===== src/rtl/asr_pkg.sv =====
package asr_pkg;

   typedef enum logic [1:0] {
      JUST_RIGHT = 2'd0,
      JUST_LEFT  = 2'd1,
      JUST_I2S   = 2'd2,
      JUST_NONE  = 2'd3
   } asr_just_e;

   typedef struct packed {
      asr_just_e  just;
      logic [4:0] wlen;
   } asr_cfg_t;

   function automatic asr_cfg_t asr_decode(input logic [2:0] code);
      asr_cfg_t c;
      case (code)
         3'b000:  begin c.just = JUST_RIGHT; c.wlen = 5'd16; end
         3'b010:  begin c.just = JUST_RIGHT; c.wlen = 5'd20; end
         3'b100:  begin c.just = JUST_RIGHT; c.wlen = 5'd24; end
         3'b110:  begin c.just = JUST_LEFT;  c.wlen = 5'd24; end
         3'b001:  begin c.just = JUST_I2S;   c.wlen = 5'd16; end
         3'b011:  begin c.just = JUST_I2S;   c.wlen = 5'd24; end
         default: begin c.just = JUST_NONE;  c.wlen = 5'd24; end
      endcase
      return c;
   endfunction

endpackage


===== src/rtl/asr_sync.sv =====
module asr_sync #(
   parameter int STAGES = 2,
   parameter int W      = 1
) (
   input  logic         clk,
   input  logic         rst_n,
   input  logic [W-1:0] d_i,
   output logic [W-1:0] q_o
);
   logic [W-1:0] stg [STAGES];

   for (genvar s = 0; s < STAGES; s++) begin : g_stage
      if (s == 0) begin : g_first
         always_ff @(posedge clk or negedge rst_n)
            if (!rst_n) stg[s] <= '0;
            else        stg[s] <= d_i;
      end else begin : g_next
         always_ff @(posedge clk or negedge rst_n)
            if (!rst_n) stg[s] <= '0;
            else        stg[s] <= stg[s-1];
      end
   end

   assign q_o = stg[STAGES-1];
endmodule


===== src/rtl/asr_edge_track.sv =====
module asr_edge_track #(
   parameter int POS_W = 6
) (
   input  logic             clk,
   input  logic             rst_n,
   input  logic             clr_i,
   input  logic             bclk_s_i,
   input  logic             ws_s_i,
   output logic             tick_o,
   output logic             bound_o,
   output logic             locked_o,
   output logic [POS_W-1:0] pos_o
);
   localparam logic [POS_W-1:0] POS_MAX = {POS_W{1'b1}};

   logic             bclk_d;
   logic             ws_prev;
   logic             locked_q;
   logic [POS_W-1:0] pos_q;
   logic [POS_W-1:0] pos_nx;

   assign tick_o   = bclk_s_i & ~bclk_d;
   assign bound_o  = tick_o & (ws_s_i != ws_prev);
   assign locked_o = locked_q;

   always_comb begin
      if (bound_o)               pos_nx = '0;
      else if (pos_q == POS_MAX) pos_nx = POS_MAX;
      else                       pos_nx = pos_q + 1'b1;
   end
   assign pos_o = pos_nx;

   always_ff @(posedge clk or negedge rst_n) begin
      if (!rst_n) begin
         bclk_d   <= 1'b0;
         ws_prev  <= 1'b0;
         locked_q <= 1'b0;
         pos_q    <= POS_MAX;
      end else begin
         bclk_d <= bclk_s_i;
         if (clr_i) begin
            locked_q <= 1'b0;
            pos_q    <= POS_MAX;
         end else if (tick_o) begin
            ws_prev <= ws_s_i;
            pos_q   <= pos_nx;
            if (bound_o) locked_q <= 1'b1;
         end
      end
   end
endmodule


===== src/rtl/asr_capture.sv =====
module asr_capture
   import asr_pkg::*;
#(
   parameter int OUT_W = 24,
   parameter int POS_W = 6
) (
   input  logic             clk,
   input  logic             rst_n,
   input  asr_cfg_t         cfg_i,
   input  logic             tick_i,
   input  logic             bound_i,
   input  logic             locked_i,
   input  logic [POS_W-1:0] pos_i,
   input  logic             sd_i,
   input  logic             ws_i,
   output logic             cap_l_o,
   output logic             cap_r_o,
   output logic [OUT_W-1:0] word_o
);
   logic [OUT_W-1:0] sr;
   logic [OUT_W-1:0] raw;
   logic [POS_W-1:0] n_pos;
   logic             hit;
   logic             is_left;

   always_ff @(posedge clk or negedge rst_n)
      if (!rst_n)      sr <= '0;
      else if (tick_i) sr <= {sr[OUT_W-2:0], sd_i};

   // right-justified words are complete before the current bit arrives
   assign raw   = (cfg_i.just == JUST_RIGHT) ? sr : {sr[OUT_W-2:0], sd_i};
   assign n_pos = POS_W'(cfg_i.wlen);

   always_comb begin
      for (int i = 0; i < OUT_W; i++)
         word_o[i] = (i < int'(cfg_i.wlen)) ? raw[i] : raw[cfg_i.wlen - 5'd1];
   end

   always_comb begin
      case (cfg_i.just)
         JUST_RIGHT: hit = tick_i & bound_i & locked_i;
         JUST_LEFT:  hit = tick_i & locked_i & (pos_i == n_pos - 1'b1);
         JUST_I2S:   hit = tick_i & locked_i & (pos_i == n_pos);
         default:    hit = 1'b0;
      endcase
      is_left = (cfg_i.just == JUST_LEFT) ? ws_i : ~ws_i;
   end

   assign cap_l_o = hit & is_left;
   assign cap_r_o = hit & ~is_left;
endmodule


===== src/rtl/asr_pair_out.sv =====
module asr_pair_out #(
   parameter int OUT_W = 24
) (
   input  logic             clk,
   input  logic             rst_n,
   input  logic             clr_i,
   input  logic             rsvd_i,
   input  logic             cap_l_i,
   input  logic             cap_r_i,
   input  logic [OUT_W-1:0] word_i,
   output logic [OUT_W-1:0] left_o,
   output logic [OUT_W-1:0] right_o,
   output logic             valid_o
);
   logic [OUT_W-1:0] hold_l;
   logic             have_l;

   always_ff @(posedge clk or negedge rst_n) begin
      if (!rst_n) begin
         hold_l  <= '0;
         have_l  <= 1'b0;
         left_o  <= '0;
         right_o <= '0;
         valid_o <= 1'b0;
      end else if (rsvd_i) begin
         hold_l  <= '0;
         have_l  <= 1'b0;
         left_o  <= '0;
         right_o <= '0;
         valid_o <= 1'b0;
      end else begin
         valid_o <= 1'b0;
         if (clr_i) begin
            have_l <= 1'b0;
         end else if (cap_l_i) begin
            hold_l <= word_i;
            have_l <= 1'b1;
         end else if (cap_r_i && have_l) begin
            left_o  <= hold_l;
            right_o <= word_i;
            valid_o <= 1'b1;
            have_l  <= 1'b0;
         end
      end
   end
endmodule


===== src/rtl/aud_ser_rx.sv =====
module aud_ser_rx
   import asr_pkg::*;
#(
   parameter int OUT_W       = 24,
   parameter int SYNC_STAGES = 2,
   parameter int POS_W       = 6
) (
   input  logic             clk,
   input  logic             rst_n,
   input  logic             bclk_i,
   input  logic             wclk_i,
   input  logic             sdata_i,
   input  logic [2:0]       fmt_i,
   output logic [OUT_W-1:0] left_o,
   output logic [OUT_W-1:0] right_o,
   output logic             valid_o
);
   if (OUT_W < 24) begin : g_chk_w
      $error("OUT_W must hold a 24-bit word");
   end
   if (SYNC_STAGES < 2) begin : g_chk_s
      $error("SYNC_STAGES must be at least 2");
   end
   if ((2 ** POS_W) - 1 <= 25) begin : g_chk_p
      $error("POS_W too small for a 24-bit I2S word");
   end

   logic [2:0]       fmt_q;
   logic             fmt_chg;
   asr_cfg_t         cfg;
   logic             rsvd;
   logic [2:0]       sync_q;
   logic             edge_tick;
   logic             edge_bound;
   logic             edge_locked;
   logic [POS_W-1:0] edge_pos;
   logic             cap_l;
   logic             cap_r;
   logic [OUT_W-1:0] cap_word;

   always_ff @(posedge clk or negedge rst_n)
      if (!rst_n) fmt_q <= 3'b000;
      else        fmt_q <= fmt_i;

   assign fmt_chg = (fmt_i != fmt_q);
   assign cfg     = asr_decode(fmt_i);
   assign rsvd    = (cfg.just == JUST_NONE);

   asr_sync #(.STAGES(SYNC_STAGES), .W(3)) u_sync (
      .clk   (clk),
      .rst_n (rst_n),
      .d_i   ({bclk_i, wclk_i, sdata_i}),
      .q_o   (sync_q)
   );

   asr_edge_track #(.POS_W(POS_W)) u_edge (
      .clk      (clk),
      .rst_n    (rst_n),
      .clr_i    (fmt_chg),
      .bclk_s_i (sync_q[2]),
      .ws_s_i   (sync_q[1]),
      .tick_o   (edge_tick),
      .bound_o  (edge_bound),
      .locked_o (edge_locked),
      .pos_o    (edge_pos)
   );

   asr_capture #(.OUT_W(OUT_W), .POS_W(POS_W)) u_cap (
      .clk      (clk),
      .rst_n    (rst_n),
      .cfg_i    (cfg),
      .tick_i   (edge_tick),
      .bound_i  (edge_bound),
      .locked_i (edge_locked),
      .pos_i    (edge_pos),
      .sd_i     (sync_q[0]),
      .ws_i     (sync_q[1]),
      .cap_l_o  (cap_l),
      .cap_r_o  (cap_r),
      .word_o   (cap_word)
   );

   asr_pair_out #(.OUT_W(OUT_W)) u_out (
      .clk     (clk),
      .rst_n   (rst_n),
      .clr_i   (fmt_chg),
      .rsvd_i  (rsvd),
      .cap_l_i (cap_l),
      .cap_r_i (cap_r),
      .word_i  (cap_word),
      .left_o  (left_o),
      .right_o (right_o),
      .valid_o (valid_o)
   );
endmodule


===== config.mk =====
export PLATFORM = sky130hd
export DESIGN_NAME = aud_ser_rx
export DESIGN_NICKNAME = d
export VERILOG_FILES = /design/src/rtl/asr_pkg.sv /design/src/rtl/asr_sync.sv /design/src/rtl/asr_edge_track.sv /design/src/rtl/asr_capture.sv /design/src/rtl/asr_pair_out.sv /design/src/rtl/aud_ser_rx.sv
export SDC_FILE = /design/constraint.sdc
export NUM_CORES = 1
export LEC_CHECK = 0
export BUFFER_PORTS_ARGS = -buffer_cell sky130_fd_sc_hd__buf_4
export CAP_MARGIN = 20
export CORE_MARGIN = 4
export CORE_UTILIZATION = 59
export DETAILED_ROUTE_END_ITERATION = 8
export PLACE_DENSITY = 0.79
export REMOVE_ABC_BUFFERS = 1
export SLEW_MARGIN = 20
export SYNTH_ARGS = -nofsm -noshare
export SYNTH_HDL_FRONTEND = slang
export SYNTH_HIERARCHICAL = 1
export SYNTH_SLANG_ARGS = --single-unit

===== constraint.sdc =====
create_clock -name clk -period 3.7 [get_ports clk]
set_input_delay 0.37 -clock clk [delete_from_list [all_inputs] [get_ports clk]]
set_output_delay 0.37 -clock clk [all_outputs]
set_load 0.1 [all_outputs]

After elaboration in Yosys (flattened, before gate mapping)
Index checks and enable logic that the tools add are counted.
{"block": "totals", "latch_bits": 0, "in_bits": 8, "register_bits": 116, "romBits": 0, "n_memories": 0, "word_cells": 137, "ramBits": 0}
{"block": "op_classes", "n_shift": 0, "n_eq_ne": 15, "n_mux": 56, "n_bitwise": 13, "add_sub_neg": 3, "n_reduce_logical": 12, "order_cmp": 25, "mul": 0, "n_div": 0}
{"op": "two-way mux 24 bit", "count": 12}
{"op": "case mux 7 bit (6 select lines)", "count": 1}
{"op": "less-than comparator 4 x 5 -> 1 bit (first input constant)", "count": 8}
{"op": "less-than comparator 5 bit (first input constant)", "count": 8}
{"op": "two-way mux 1 bit", "count": 37}
{"op": "two-way mux 6 bit", "count": 4}
{"op": "less-than comparator 3 x 5 -> 1 bit (first input constant)", "count": 4}
{"op": "less-than comparator 1 x 5 -> 1 bit (first input constant)", "count": 2}
{"op": "less-than comparator 2 x 5 -> 1 bit (first input constant)", "count": 2}
{"op": "AND 1 bit", "count": 9}
{"op": "nonzero test 2 bit", "count": 4}
{"op": "adder 6 x 1 -> 6 bit (second input constant)", "count": 1}
{"op": "equality test 3 x 2 -> 1 bit (second input constant)", "count": 2}
{"op": "equality test 3 bit (second input constant)", "count": 2}
{"op": "equality test 6 x 5 -> 1 bit", "count": 1}
{"op": "equality test 6 bit", "count": 1}
{"op": "equality test 6 bit (second input constant)", "count": 1}
{"op": "less-than comparator 5 x 6 -> 1 bit (second input constant)", "count": 1}
{"op": "AND reduction 2 bit", "count": 3}
{"op": "subtractor 5 x 1 -> 6 bit (second input constant)", "count": 1}
{"op": "binary-select mux 1 bit (select 5 bit)", "count": 1}
{"op": "subtractor 5 x 1 -> 5 bit (second input constant)", "count": 1}
{"op": "equality test 2 bit (second input constant)", "count": 2}
{"op": "inverter 1 bit", "count": 4}
{"op": "12 further kinds", "count": 12}

Longest topological paths before layout
{"block": "logic_depth", "word_depth": 13, "depth_mapped": 16, "mapped_depth_nobuf": 13}

Hierarchy
The synthesis kept the hierarchy.
{"module": "asr_pair_out", "cells_each": 332, "n_inst": 1, "area_each_um2": 3584.7, "seq_area_each_um2": 1851.8}
{"module": "asr_capture", "cells_each": 240, "n_inst": 1, "area_each_um2": 2311.0, "seq_area_each_um2": 600.6}
{"module": "asr_edge_track", "cells_each": 61, "n_inst": 1, "area_each_um2": 568.0, "seq_area_each_um2": 232.7}
{"module": "asr_sync", "cells_each": 9, "n_inst": 1, "area_each_um2": 172.7, "seq_area_each_um2": 150.1}
{"module": "aud_ser_rx", "cells_each": 14, "n_inst": 1, "area_each_um2": 148.9, "seq_area_each_um2": 75.1}

Least setup slack after synthesis
No wires, ideal clock.
{"block": "synth_timing", "kind": "input -> register", "start": "input fmt_i[0]", "end": "register u_out.hold_l[22]", "path_buffers": 6, "setup_time_ps": 101, "arrival_ps": 2826, "slack_ps": 774, "cell_stages": 14, "required_time_ps": 3599, "path_cell_list": "o21a_1 -> inv_1 -> ha_1 -> buf_6 -> buf_6 -> buf_2 -> clkbuf_1 -> nand4_1 -> a21oi_1 -> and2_1 -> or3b_1 -> buf_4 -> buf_8 -> o32ai_1"}
{"block": "synth_between", "word_cells_on_any_way": 32, "cone_classes": "2 x add/sub; 1 x order compare; 12 x eq/ne; 10 x mux; 3 x bitwise; 4 x reduce/logical"}
{"element": "from (decl)", "line_no": "aud_ser_rx.sv:13", "text": "input logic [2:0] fmt_i,"}
{"element": "equality test 3 x 2 -> 1 bit (tied with other cells)", "line_no": "asr_pkg.sv:17", "text": "case (code)"}
{"element": "case mux 7 bit (6 select lines) (*)", "line_no": "asr_pkg.sv:17"}
{"element": "subtractor 5 x 1 -> 6 bit", "line_no": "asr_capture.sv:42", "text": "JUST_LEFT: hit = tick_i & locked_i & (pos_i == n_pos - 1'b1);"}
{"element": "equality test 6 bit", "line_no": "asr_capture.sv:42"}
{"element": "AND 1 bit", "line_no": "asr_capture.sv:42"}
{"element": "case mux 1 bit (3 select lines)", "line_no": "asr_capture.sv:40", "text": "case (cfg_i.just)"}
{"element": "AND 1 bit (*)", "line_no": "asr_capture.sv:49", "text": "assign cap_l_o = hit & is_left;"}
{"element": "named net cap_l", "line_no": "aud_ser_rx.sv:37", "text": "logic cap_l;"}
{"element": "nonzero test 2 bit (no line) (*)"}
{"element": "AND reduction 2 bit (no line) (*)"}
{"element": "to (signal assigned)", "line_no": "asr_pair_out.sv:36", "text": "hold_l <= word_i;"}
{"element": "to (decl)", "line_no": "asr_pair_out.sv:15", "text": "logic [OUT_W-1:0] hold_l;"}
The timed path passes the listed nets; every way through them passes the cells marked *. The select of a mux whose other input is x is not followed.
A chain may end at the register's enable or synchronous reset.

Worst setup path after layout
{"block": "layout_timing", "start": "register u_edge.pos_q[0]", "end": "register u_out.hold_l[11]"}
{"block": "layout_between", "elab_chain_len": 9, "word_cells_on_any_way": 12, "cone_classes": "1 x add/sub; 3 x eq/ne; 3 x mux; 3 x bitwise; 2 x reduce/logical"}
{"element": "from (decl)", "line_no": "asr_edge_track.sv:19", "text": "logic [POS_W-1:0] pos_q;"}
{"element": "from (signal assigned)", "line_no": "asr_edge_track.sv:46", "text": "pos_q <= pos_nx;"}
{"element": "adder 6 x 1 -> 6 bit / equality test 6 bit (equally long branches)", "line_no": "asr_edge_track.sv:29, asr_edge_track.sv:28"}
{"element": "two-way mux 6 bit (*)", "line_no": "asr_edge_track.sv:28", "text": "else if (pos_q == POS_MAX) pos_nx = POS_MAX;"}
{"element": "two-way mux 6 bit (*)", "line_no": "asr_edge_track.sv:27", "text": "if (bound_o) pos_nx = '0;"}
{"element": "named net edge_pos[0]", "line_no": "aud_ser_rx.sv:36", "text": "logic [POS_W-1:0] edge_pos;"}
{"element": "equality test 6 x 5 -> 1 bit / equality test 6 bit (equally long branches)", "line_no": "asr_capture.sv:43, asr_capture.sv:42"}
{"element": "AND 1 bit (on tied branches)", "line_no": "asr_capture.sv:43, asr_capture.sv:42"}
{"element": "case mux 1 bit (3 select lines) (*)", "line_no": "asr_capture.sv:40"}
{"element": "AND 1 bit (*)", "line_no": "asr_capture.sv:49"}
{"element": "named net cap_l", "line_no": "aud_ser_rx.sv:37"}
{"element": "nonzero test 2 bit (no line) (*)"}
{"element": "AND reduction 2 bit (no line) (*)"}
The timed path passes the listed nets; every way through them passes the cells marked *.

==> flow_summary.ini <==
[status]
status = complete, no violations

[clocking]
clk_path_buf_depth = 2
numCtsBuffers = 17
cts_resized = 0
cts_root_buf = clkbuf_16
cts_max_level = 4
cts_tree = built
clock-sinks = 116
insertion_delay_ps = 420
clk_pin_slew_ps = 50
postCtsSetupBuffers = 0
cts.hold.buffers_added = 0

[drt]
first_iter_violations = 503
wl_per_cell_um = 18.6
wl_met3_um = 763
antenna_left = 0
dr_wl_met2_mm = 7.45
wl_mm = 15.6
viasPerCell = 5.99
drc = 0
routed.top_layer = met4
wirelength_met1_mm = 7.03
vias = 5034
drtPass1Iterations = 5

[critical_path]
worstPathArrival_ps = 3720
crit_path_cell_trace = ha_1, nand2_1, o21ai_0, nor2b_1, xor2_1, nand2_1, o22ai_1, nand4_1, a21oi_1, and2_1, or3b_1, buf_4, o32ai_1
rrSetupSlack_ps = 280
worst_path_largest_cell_delay_ps = 560
path_common_cell = nand2_1
cp.required_ps = 4000
setup.worst_path.end_class = flip-flop
start_kind = flip-flop
cp_max_fo = 24
crit_slowest_cell = dfstp_2
criticalPathCategory = reg2reg
reg2reg_depth = 13

[power]
power.density_mw_per_mm2 = 479
leakage_uw = 0.00325
ir_drop_v = 0.000432

[logic_synthesis]
ys_seq_area_share_pct = 42.9
synth_edf_count = 0
yosys_warnings = 6
synth_cells = 656
ys_ff_latch = 116
avgSynthCellArea_sq_um = 10.3
async_flop_share_pct = 100
ys_types = 66
synthFlopType = dfrtp_1
syn_area_sq_mm = 0.00679

[final_layout]
final_util_pct = 70.4
syn_to_final_growth_pct = 14.5
drive_gt1_share_pct = 28.4
diodes = 0
fillers = 862
nets = 704
fin_area_sq_mm = 0.00777

[sta]
rsz0062_at_grt = no
max_freq_mhz = 293
finClkSkew_ps = 6.91
setup_viol = 0
period_share_pct = 92.4
slew_viol_final = 0
worst_pin_slew_ps = 1000
period_needed_ps = 3420
hold_viol = 0
relSlewSlack_pct = 32.7

[floorplanning]
fp-row-count = 38
core-area_sq_mm = 0.0110
dieArea_sq_mm = 0.0133
die_w_um = 115
floorplan.initialDensity_pct = 61.5
io_pins = 57
die_h_um = 115

[grt]
grt_use_total_pct = 24.6
overflow = 0
grt_first_pass_wirelength_mm = 25.3
grt_antenna_before_repair = 0
grt_max_degree = 117
grt_pass1_vias = 4841

[worst_hold_path]
hp-class = in2async

[run]
cap_violations = 0

[place]
gp_congestion = 0.954
io_buffers = 56
hpwl_mm = 10.3
placed_cell_area_sq_mm = 0.00722
## cell type report
class	instances	area, sq um	share of cell area, %
Multi-Input combinational cell	379	3170	40.9
Sequential cell	116	2910	37.5
Timing Repair Buffer	71	571	7.35
Clock buffer	26	499	6.43
Inverter	104	390	5.03
Tap cell	140	175	2.26
Clock inverter	4	47.5	0.612
## layer usage
| layer | up-vias | global-route usage (%) |
|---|---|---|
| met5 | - | 0 |
| met4 | 0 | 9.62 |
| met3 | 30 | 6.00 |
| met2 | 153 | 38.6 |
| met1 | 2472 | 33.2 |
| li1 | 2379 | - |
## synth_stat cells, types with 4 or more instances
cell type,instances,area share (%)
dfstp_2,6,2.3
buf_1,4,0.22
buf_2,18,1.3
a31oi_1,5,0.46
buf_6,5,0.83
nand2_1,15,0.83
dfrtp_1,110,41
or3b_2,36,4.6
inv_1,103,5.7
xor2_1,7,0.90
o32ai_1,62,8.0
nor2_1,20,1.1
or3b_1,13,1.7
buf_4,10,1.1
a21oi_2,4,0.52
ha_1,7,1.3
o21ai_0,11,0.81
mux2_2,27,4.5
mux2i_1,30,4.4
a211oi_1,6,0.66
a21oi_1,19,1.4
o32ai_2,10,2.4
nand3_1,10,0.74
clkbuf_1,24,1.3
nor3_1,8,0.59
nand4_1,4,0.37
nor2b_1,10,0.92
nand2b_1,4,0.37
xnor2_1,12,1.5
## path summary, 6_finish.rpt
path                            startpoint               end
min in group clk                    bclk_i     u_sync/stg[5]
max reg2reg                u_edge/pos_q[0]  u_out/hold_l[11]
max in group asynchronous            rst_n   u_edge/locked_o
max                        u_edge/pos_q[0]  u_out/hold_l[11]
min reg2reg                  u_sync/stg[5]     u_sync/q_o[2]
min                                  rst_n       u_cap/sr[5]
## logic make-up (layout without fill, tap and decap cells)
group / count (synthesis) / in the layout / share of synthesized area, %
AO/OA/AOI/OAI: 143 / 143 / 17.7
XOR/XNOR: 20 / 20 / 2.86
multiplexers: 61 / 61 / 10.3
adder cells (fa/ha/maj): 7 / 7 / 1.29
flip-flops: 116 / 116 / 42.9
AND/OR/NAND/NOR: 140 / 140 / 13.8
other: 2 / 8 / 0.111
buffers and inverters: 167 / 205 / 11.0
## where the power goes
part | leakage, uW | switching (uW) | internal, uW
combinational | 0.00143 | 405 | 314
clock | 0.000266 | 540 | 983
sequential | 0.00155 | 121 | 1360
## cell usage in the layout, fill, tap and decap left out, drive strengths merged, types with 3 or more instances in the layout
cell,count
a211oi,6
a21o,3
a21oi,24
a31oi,6
and2,4
and3,3
buf,71
clkbuf,26
conb,8
dfrtp,110
dfstp,6
ha,7
inv,104
mux2,27
mux2i,30
mux4,4
nand2,15
nand2b,4
nand3,12
nand4,4
nor2,21
nor2b,10
nor3,9
nor3b,4
o21ai,11
o32ai,72
or3b,49
xnor2,12
xor2,8
## state kept, by name, indices dropped and copies added (netlist names), 3 cells and up
signal	count
fmt_q	3
u_cap/sr	24
u_out/right_o	24
u_sync/stg	3
u_edge/pos_q	6
u_out/left_o	24
u_sync/q_o	3
u_out/hold_l	24
## worst max-delay path, delay by kind of cell (launching register included)
| kind | cells | cell delay, ps |
|---|---|---|
| and+or+nand+nor | 6 | 1140 |
| DFF | 1 | 560 |
| AOI/OAI and AO/OA | 4 | 810 |
| xor gates and xnor gates | 1 | 190 |
| buffers and inverters | 1 | 250 |
| adders and majority gates | 1 | 340 |
## per-stage QoR
| step | hold WS (ps) | power (uW) | instances | worst slack [ps] | TNS [ps] |
|---|---|---|---|---|---|
| 2_1_floorplan | 74.4 | 1970 | 599 | -1490 | -83820 |
| 3_3_place_gp | 332 | 2170 | 810 | 564 | 0 |
| 3_5_place_dp | 338 | 2200 | 810 | 356 | 0 |
| 4_1_cts | 40.5 | 3730 | 840 | 309 | 0 |
| 5_1_grt | 40.6 | 3890 | 840 | 93.8 | 0 |
| 6_report | 19.5 | 3720 | 840 | 283 | 0 |
Note: power is estimated with default switching activity, not from simulation.
